`src/rtl/rs_sched_pkg.sv`:
```
`timescale 1ns/1ps
package rs_sched_pkg;
    localparam int TAG_W = 6;
    localparam int SEQ_W = 4;
    localparam int AGE_W = SEQ_W + 1;

    typedef logic [TAG_W-1:0] tag_t;
    typedef logic [AGE_W-1:0] age_t;

    // a precedes b in program order (modulo the sequence space)
    function automatic logic age_older(input age_t a, input age_t b);
        age_t diff;
        diff = a - b;
        return diff[AGE_W-1];
    endfunction

    // a follows b strictly
    function automatic logic age_younger(input age_t a, input age_t b);
        age_t diff;
        diff = a - b;
        return !diff[AGE_W-1] && (diff != '0);
    endfunction
endpackage

```
`src/rtl/rs_wake_match.sv`:
```
`timescale 1ns/1ps
module rs_wake_match
    import rs_sched_pkg::*;
#(
    parameter int NSRC  = 2,
    parameter int NWAKE = 2
) (
    input  logic [NSRC-1:0][TAG_W-1:0]  src_tag,
    input  logic [NWAKE-1:0]            wake_valid,
    input  logic [NWAKE-1:0][TAG_W-1:0] wake_tag,
    output logic [NSRC-1:0]             hit
);
    always_comb begin
        hit = '0;
        for (int s = 0; s < NSRC; s++) begin
            for (int w = 0; w < NWAKE; w++) begin
                if (wake_valid[w] && (wake_tag[w] == src_tag[s])) begin
                    hit[s] = 1'b1;
                end
            end
        end
    end
endmodule

```
`src/rtl/rs_oldest_pick.sv`:
```
`timescale 1ns/1ps
module rs_oldest_pick
    import rs_sched_pkg::*;
#(
    parameter int ENTRIES = 8,
    localparam int IDX_W  = (ENTRIES > 1) ? $clog2(ENTRIES) : 1
) (
    input  logic [ENTRIES-1:0]            cand,
    input  logic [ENTRIES-1:0][AGE_W-1:0] age,
    output logic                          found,
    output logic [IDX_W-1:0]              idx
);
    logic             hit;
    logic [IDX_W-1:0] best_idx;
    age_t             best_age;

    always_comb begin
        hit      = 1'b0;
        best_idx = '0;
        best_age = '0;
        for (int i = 0; i < ENTRIES; i++) begin
            if (cand[i] && (!hit || age_older(age[i], best_age))) begin
                hit      = 1'b1;
                best_idx = IDX_W'(i);
                best_age = age[i];
            end
        end
        found = hit;
        idx   = best_idx;
    end
endmodule

```
`src/rtl/rs_free_slot.sv`:
```
`timescale 1ns/1ps
module rs_free_slot #(
    parameter int ENTRIES = 8,
    localparam int IDX_W  = (ENTRIES > 1) ? $clog2(ENTRIES) : 1
) (
    input  logic [ENTRIES-1:0] busy,
    output logic               any_free,
    output logic [IDX_W-1:0]   slot
);
    always_comb begin
        any_free = 1'b0;
        slot     = '0;
        for (int i = ENTRIES - 1; i >= 0; i--) begin
            if (!busy[i]) begin
                any_free = 1'b1;
                slot     = IDX_W'(i);
            end
        end
    end
endmodule

```
`src/rtl/rs_sched.sv`:
```
`timescale 1ns/1ps
module rs_sched
    import rs_sched_pkg::*;
#(
    parameter int ENTRIES = 8,
    parameter int NPORTS  = 2,
    parameter int NSRC    = 2,
    parameter int NWAKE   = 2,
    localparam int PORT_W = (NPORTS > 1) ? $clog2(NPORTS) : 1,
    localparam int IDX_W  = (ENTRIES > 1) ? $clog2(ENTRIES) : 1
) (
    input  logic                         clk,
    input  logic                         rst_n,
    input  logic                         alloc_valid,
    output logic                         alloc_ready,
    input  logic [NSRC-1:0][TAG_W-1:0]   alloc_src_tag,
    input  logic [NSRC-1:0]              alloc_src_rdy,
    input  logic [TAG_W-1:0]             alloc_dst_tag,
    input  logic [PORT_W-1:0]            alloc_port,
    input  logic [AGE_W-1:0]             alloc_age,
    input  logic [NWAKE-1:0]             wake_valid,
    input  logic [NWAKE-1:0][TAG_W-1:0]  wake_tag,
    input  logic [NPORTS-1:0]            port_free,
    output logic [NPORTS-1:0]            issue_valid,
    output logic [NPORTS-1:0][TAG_W-1:0] issue_dst_tag,
    output logic [NPORTS-1:0][AGE_W-1:0] issue_age,
    input  logic                         flush_valid,
    input  logic                         flush_all,
    input  logic [AGE_W-1:0]             flush_age
);
    typedef struct packed {
        logic                       valid;
        logic [NSRC-1:0]            rdy;
        logic [NSRC-1:0][TAG_W-1:0] src;
        logic [TAG_W-1:0]           dst;
        logic [PORT_W-1:0]          port;
        logic [AGE_W-1:0]           age;
    } entry_t;

    typedef struct packed {
        entry_t [ENTRIES-1:0] ent;
    } state_t;

    state_t st_d, st_q;

    logic [ENTRIES-1:0][NSRC-1:0]   ent_hit;
    logic [NSRC-1:0]                alloc_hit;
    logic [ENTRIES-1:0]             busy;
    logic [ENTRIES-1:0][AGE_W-1:0]  ent_age;
    logic [NPORTS-1:0][ENTRIES-1:0] cand;
    logic [NPORTS-1:0]              pick_found;
    logic [NPORTS-1:0][IDX_W-1:0]   pick_idx;
    logic [ENTRIES-1:0]             issued;
    logic [IDX_W-1:0]               free_idx;
    logic                           any_free;

    // per-entry wakeup compare
    for (genvar e = 0; e < ENTRIES; e++) begin : g_ent
        rs_wake_match #(.NSRC(NSRC), .NWAKE(NWAKE)) u_wm (
            .src_tag    (st_q.ent[e].src),
            .wake_valid (wake_valid),
            .wake_tag   (wake_tag),
            .hit        (ent_hit[e])
        );
    end

    // same-cycle broadcast seen by a micro-op being written
    rs_wake_match #(.NSRC(NSRC), .NWAKE(NWAKE)) u_wm_alloc (
        .src_tag    (alloc_src_tag),
        .wake_valid (wake_valid),
        .wake_tag   (wake_tag),
        .hit        (alloc_hit)
    );

    // candidate vectors come only from registered ready bits
    always_comb begin
        for (int e = 0; e < ENTRIES; e++) begin
            busy[e]    = st_q.ent[e].valid;
            ent_age[e] = st_q.ent[e].age;
        end
        for (int p = 0; p < NPORTS; p++) begin
            for (int e = 0; e < ENTRIES; e++) begin
                cand[p][e] = st_q.ent[e].valid && (&st_q.ent[e].rdy)
                             && (st_q.ent[e].port == PORT_W'(p));
            end
        end
    end

    for (genvar p = 0; p < NPORTS; p++) begin : g_port
        rs_oldest_pick #(.ENTRIES(ENTRIES)) u_pick (
            .cand  (cand[p]),
            .age   (ent_age),
            .found (pick_found[p]),
            .idx   (pick_idx[p])
        );
    end

    rs_free_slot #(.ENTRIES(ENTRIES)) u_free (
        .busy     (busy),
        .any_free (any_free),
        .slot     (free_idx)
    );

    assign alloc_ready = any_free;

    always_comb begin
        issued = '0;
        for (int p = 0; p < NPORTS; p++) begin
            issue_valid[p]   = port_free[p] && pick_found[p];
            issue_dst_tag[p] = st_q.ent[pick_idx[p]].dst;
            issue_age[p]     = st_q.ent[pick_idx[p]].age;
            if (issue_valid[p]) begin
                issued[pick_idx[p]] = 1'b1;
            end
        end
    end

    // next-state
    always_comb begin
        st_d = st_q;
        for (int e = 0; e < ENTRIES; e++) begin
            st_d.ent[e].rdy = st_q.ent[e].rdy | ent_hit[e];
            if (issued[e]) begin
                st_d.ent[e].valid = 1'b0;
            end
        end
        if (alloc_valid && any_free && !flush_valid) begin
            st_d.ent[free_idx].valid = 1'b1;
            st_d.ent[free_idx].rdy   = alloc_src_rdy | alloc_hit;
            st_d.ent[free_idx].src   = alloc_src_tag;
            st_d.ent[free_idx].dst   = alloc_dst_tag;
            st_d.ent[free_idx].port  = alloc_port;
            st_d.ent[free_idx].age   = alloc_age;
        end
        if (flush_valid) begin
            for (int e = 0; e < ENTRIES; e++) begin
                if (flush_all || age_younger(st_q.ent[e].age, flush_age)) begin
                    st_d.ent[e].valid = 1'b0;
                end
            end
        end
    end

    always_ff @(posedge clk) begin
        if (!rst_n) begin
            st_q <= '0;
        end else begin
            st_q <= st_d;
        end
    end
endmodule

```
`config.mk`:
```
export PLATFORM = sky130hd
export DESIGN_NAME = rs_sched
export DESIGN_NICKNAME = d
export VERILOG_FILES = /design/src/rtl/rs_sched_pkg.sv /design/src/rtl/rs_wake_match.sv /design/src/rtl/rs_oldest_pick.sv /design/src/rtl/rs_free_slot.sv /design/src/rtl/rs_sched.sv
export SDC_FILE = /design/constraint.sdc
export NUM_CORES = 1
export LEC_CHECK = 0
export BUFFER_PORTS_ARGS = -buffer_cell sky130_fd_sc_hd__buf_2
export CAP_MARGIN = 5
export CORE_ASPECT_RATIO = 1.5
export CORE_MARGIN = 2
export CORE_UTILIZATION = 60
export DETAILED_ROUTE_END_ITERATION = 16
export PLACE_DENSITY = 0.78
export SYNTH_ARGS = -nofsm -noshare
export SYNTH_HDL_FRONTEND = slang
export SYNTH_SLANG_ARGS = --single-unit
```
`constraint.sdc`:
```
create_clock -name clk -period 39.8 [get_ports clk]
set_clock_uncertainty 0.05 [all_clocks]
set_input_delay 3.98 -clock clk [delete_from_list [all_inputs] [get_ports clk]]
set_output_delay 3.98 -clock clk [all_outputs]
set_load 0.01 [all_outputs]
```
==> results.toml <==
[outcome]
status = "finished clean"

[power]
power_frac_clock_pct = 43.3
power_density_mw_per_mm2 = 26.9
fin_total_pwr_mw = 0.491
vdd_ir_drop_max_mv = 0.0406
p_comb_share_pct = 11.7
switching_share_pct = 25.4
internal-power_mw = 0.366
p_switching_mw = 0.125
pwr-share-seq_pct = 45.1
p_leak_nw = 6.94

[clock_network]
cts_tree = "done"
postCtsSetupRepairBufs = 0
htreeDepth = 1
cts.sinks = 216
cts_resized = 0
clock_tree.root_cell = "clkbuf_16"
clk_pin_slew_ns = 0.07
numCtsBuffers = 20
clockBufferDepth = 3
cts_hold_buf = 0
clk_latency_ns = 0.51

[worst_setup_path]
crit_arrival_ns = 16.11
end_kind = "output port"
start_kind = "flip-flop"
slowest_delay_ns = 0.78
path_class = "reg -> out"
path_common_cell = "ha_1"
path_max_fanout = 14
cpMaxStageDelayCell = "a2111oi_0"
crit_required_ns = 35.77

[detailed_routing]
drcViolationCount = 0
vias = 16800
totalWireLength_mm = 58.6
dr.first_iter.drc_count = 1547
routed_via_density = 6.60
wl_per_cell_um = 23.0
drtAntennaViolNets = 0
first_pass_iters = 5

[logic_synthesis]
synth-edff-count = 0
syn_inst = 2236
synth_area_mm2 = 0.0172
synth_cell_types = 95
synth_nets = 2362
ys_warn_count = 0
ys.flop_type = "dfxtp_1"
syn-mean-instance-area_um2 = 7.71
ys_seq_area_share_pct = 25.1
ys_async_sr_fraction_pct = 0
ys_seq_elements = 216

[floorplanning]
die_y_um = 212
fp.dieW_um = 142
num_rows = 76
io_pins = 77
die_area_mm2 = 0.0301
core_area_mm2 = 0.0285
initial_utilization_pct = 60.4

[global_routing]
grt_max_degree = 110
grt_pass1_vias = 16300
track_usage_pct = 38.4
antenna_found_initial = 1
grt_pass1_wl_mm = 90.0
grt_overflow_total = 0

[timing]
max_slew.worst_pin.slew_ns = 1.28
worst_slack_ns = 19.66
max_freq_ghz = 0.0497
min_period_over_period_pct = 50.6
finalSetupViolations = 0
setup_tns_ns = 0
hold_slack_ns = 0.423
slew_headroom_pct = 14.4
final.min_clock_period_ns = 20.14
rsz0062_at_grt = "no"
finalHoldViolations = 0
slew_violations = 0

[place]
placedCellCount = 2513
dp_hpwl_mm = 41.9
place.gp.congestion = 0.981
pre_cts_ws_ns = 20.53
port-buffer-count = 76
placed_area_mm2 = 0.0175

[final_layout]
nets = 2310
antenna_cells = 0
final_area_mm2 = 0.0182
post-route-util_pct = 63.9
syn_to_final_growth_pct = 5.70
fin_cells = 2549
layout-drive-gt1-share_pct = 9.33

[job]
maxCapViolations = 0

[hold_path]
hp-class = "reg -> reg"
critical path, delay by kind of cell (launching register included):
kind                     cells  cell delay [ns]
flip-flops                   1             0.61
multiplexers                 4             1.56
AND/OR/NAND/NOR             16             4.06
AO/OA/AOI/OAI               25             6.25
buffers and inverters        6             0.79
adder cells (fa/ha/maj)      7             1.99
XOR/XNOR                     3             0.33
power groups by stage:
stage / Clock (mW) / Combinational [mW] / Sequential [mW]
2_1_floorplan: 0 / 0.0393 / 0.225
3_3_place_gp: 0 / 0.0543 / 0.226
3_5_place_dp: 0 / 0.0558 / 0.226
4_1_cts: 0.213 / 0.0561 / 0.221
5_1_grt: 0.221 / 0.0608 / 0.221
6_report: 0.212 / 0.0573 / 0.221
worst paths after layout:
path                                    startpoint  slack, ns                 end  cells after the start
worst max-delay path            busy[0]$_SDFF_PN0_      19.66        issue_age[7]                     61
worst min-delay path                     flip-flop       0.42           flip-flop                      2
worst max register to register  busy[0]$_SDFF_PN0_      24.16  busy[4]$_SDFF_PN0_                     60
worst min register to register           flip-flop       0.42           flip-flop                      2
layout by cell type, fill, tap and decap left out, types with 10 or more instances in the layout:
cell | netlist | routed
mux2i_1 | 59 | 59
clkbuf_16 | 0 | 21
ha_1 | 66 | 66
a21boi_0 | 194 | 194
or3_1 | 12 | 12
a41oi_1 | 10 | 10
nand2b_1 | 13 | 13
a21oi_1 | 83 | 83
nor3_1 | 30 | 26
xor2_1 | 127 | 127
o21a_1 | 12 | 12
o211ai_1 | 13 | 13
inv_1 | 68 | 68
a21o_1 | 24 | 24
or4_1 | 10 | 10
mux2_2 | 25 | 25
dfxtp_1 | 216 | 216
nand3_1 | 25 | 25
buf_2 | 5 | 75
nand2_1 | 484 | 484
and3_1 | 21 | 21
nor2_1 | 74 | 69
nand4_1 | 48 | 48
nor4_1 | 38 | 38
xnor2_1 | 138 | 138
o31ai_1 | 10 | 10
o22ai_1 | 21 | 21
o21ai_0 | 57 | 57
buf_4 | 17 | 14
a211oi_1 | 11 | 11
Yosys cell counts, types with 38 or more instances:
| library cell | n | area, µm² |
|---|---|---|
| a21boi_0 | 194 | 1460 |
| a21oi_1 | 83 | 415 |
| clkbuf_1 | 120 | 450 |
| dfxtp_1 | 216 | 4320 |
| ha_1 | 66 | 826 |
| inv_1 | 68 | 255 |
| mux2i_1 | 59 | 591 |
| nand2_1 | 484 | 1820 |
| nand4_1 | 48 | 300 |
| nor2_1 | 74 | 278 |
| nor4_1 | 38 | 238 |
| o21ai_0 | 57 | 285 |
| xnor2_1 | 138 | 1210 |
| xor2_1 | 127 | 1110 |
layer usage:
metal  GRT usage [%]  share of wire (%)  vias to the layer above
li1                -                  -                     7702
met1            43.7                 36                     7979
met2            65.8                 48                      862
met3            4.03                7.1                      283
met4            29.0                8.4                        2
met5               0              0.012                        -
area by class of cell:
type	count	area, µm²
Clock inverter	7	110
Fill cell	2529	10300
Clock buffer	29	616
Tap cell	351	439
Inverter	69	259
Sequential cell	216	4320
Timing Repair Buffer	89	480
Multi-Input combinational cell	1788	12000
logic make-up (layout without fill, tap and decap cells):
family / count (synthesis) / after routing / share of synthesized area [%]
adder cells (fa/ha/maj): 76 / 76 / 5.83
flip-flops: 216 / 216 / 25.1
AND/OR/NAND/NOR: 811 / 811 / 21.4
XOR/XNOR: 266 / 266 / 13.6
buffers and inverters: 232 / 194 / 5.60
multiplexers: 90 / 90 / 5.59
AO/OA/AOI/OAI: 545 / 545 / 23.0
Note: power is estimated with default switching activity, not from simulation.
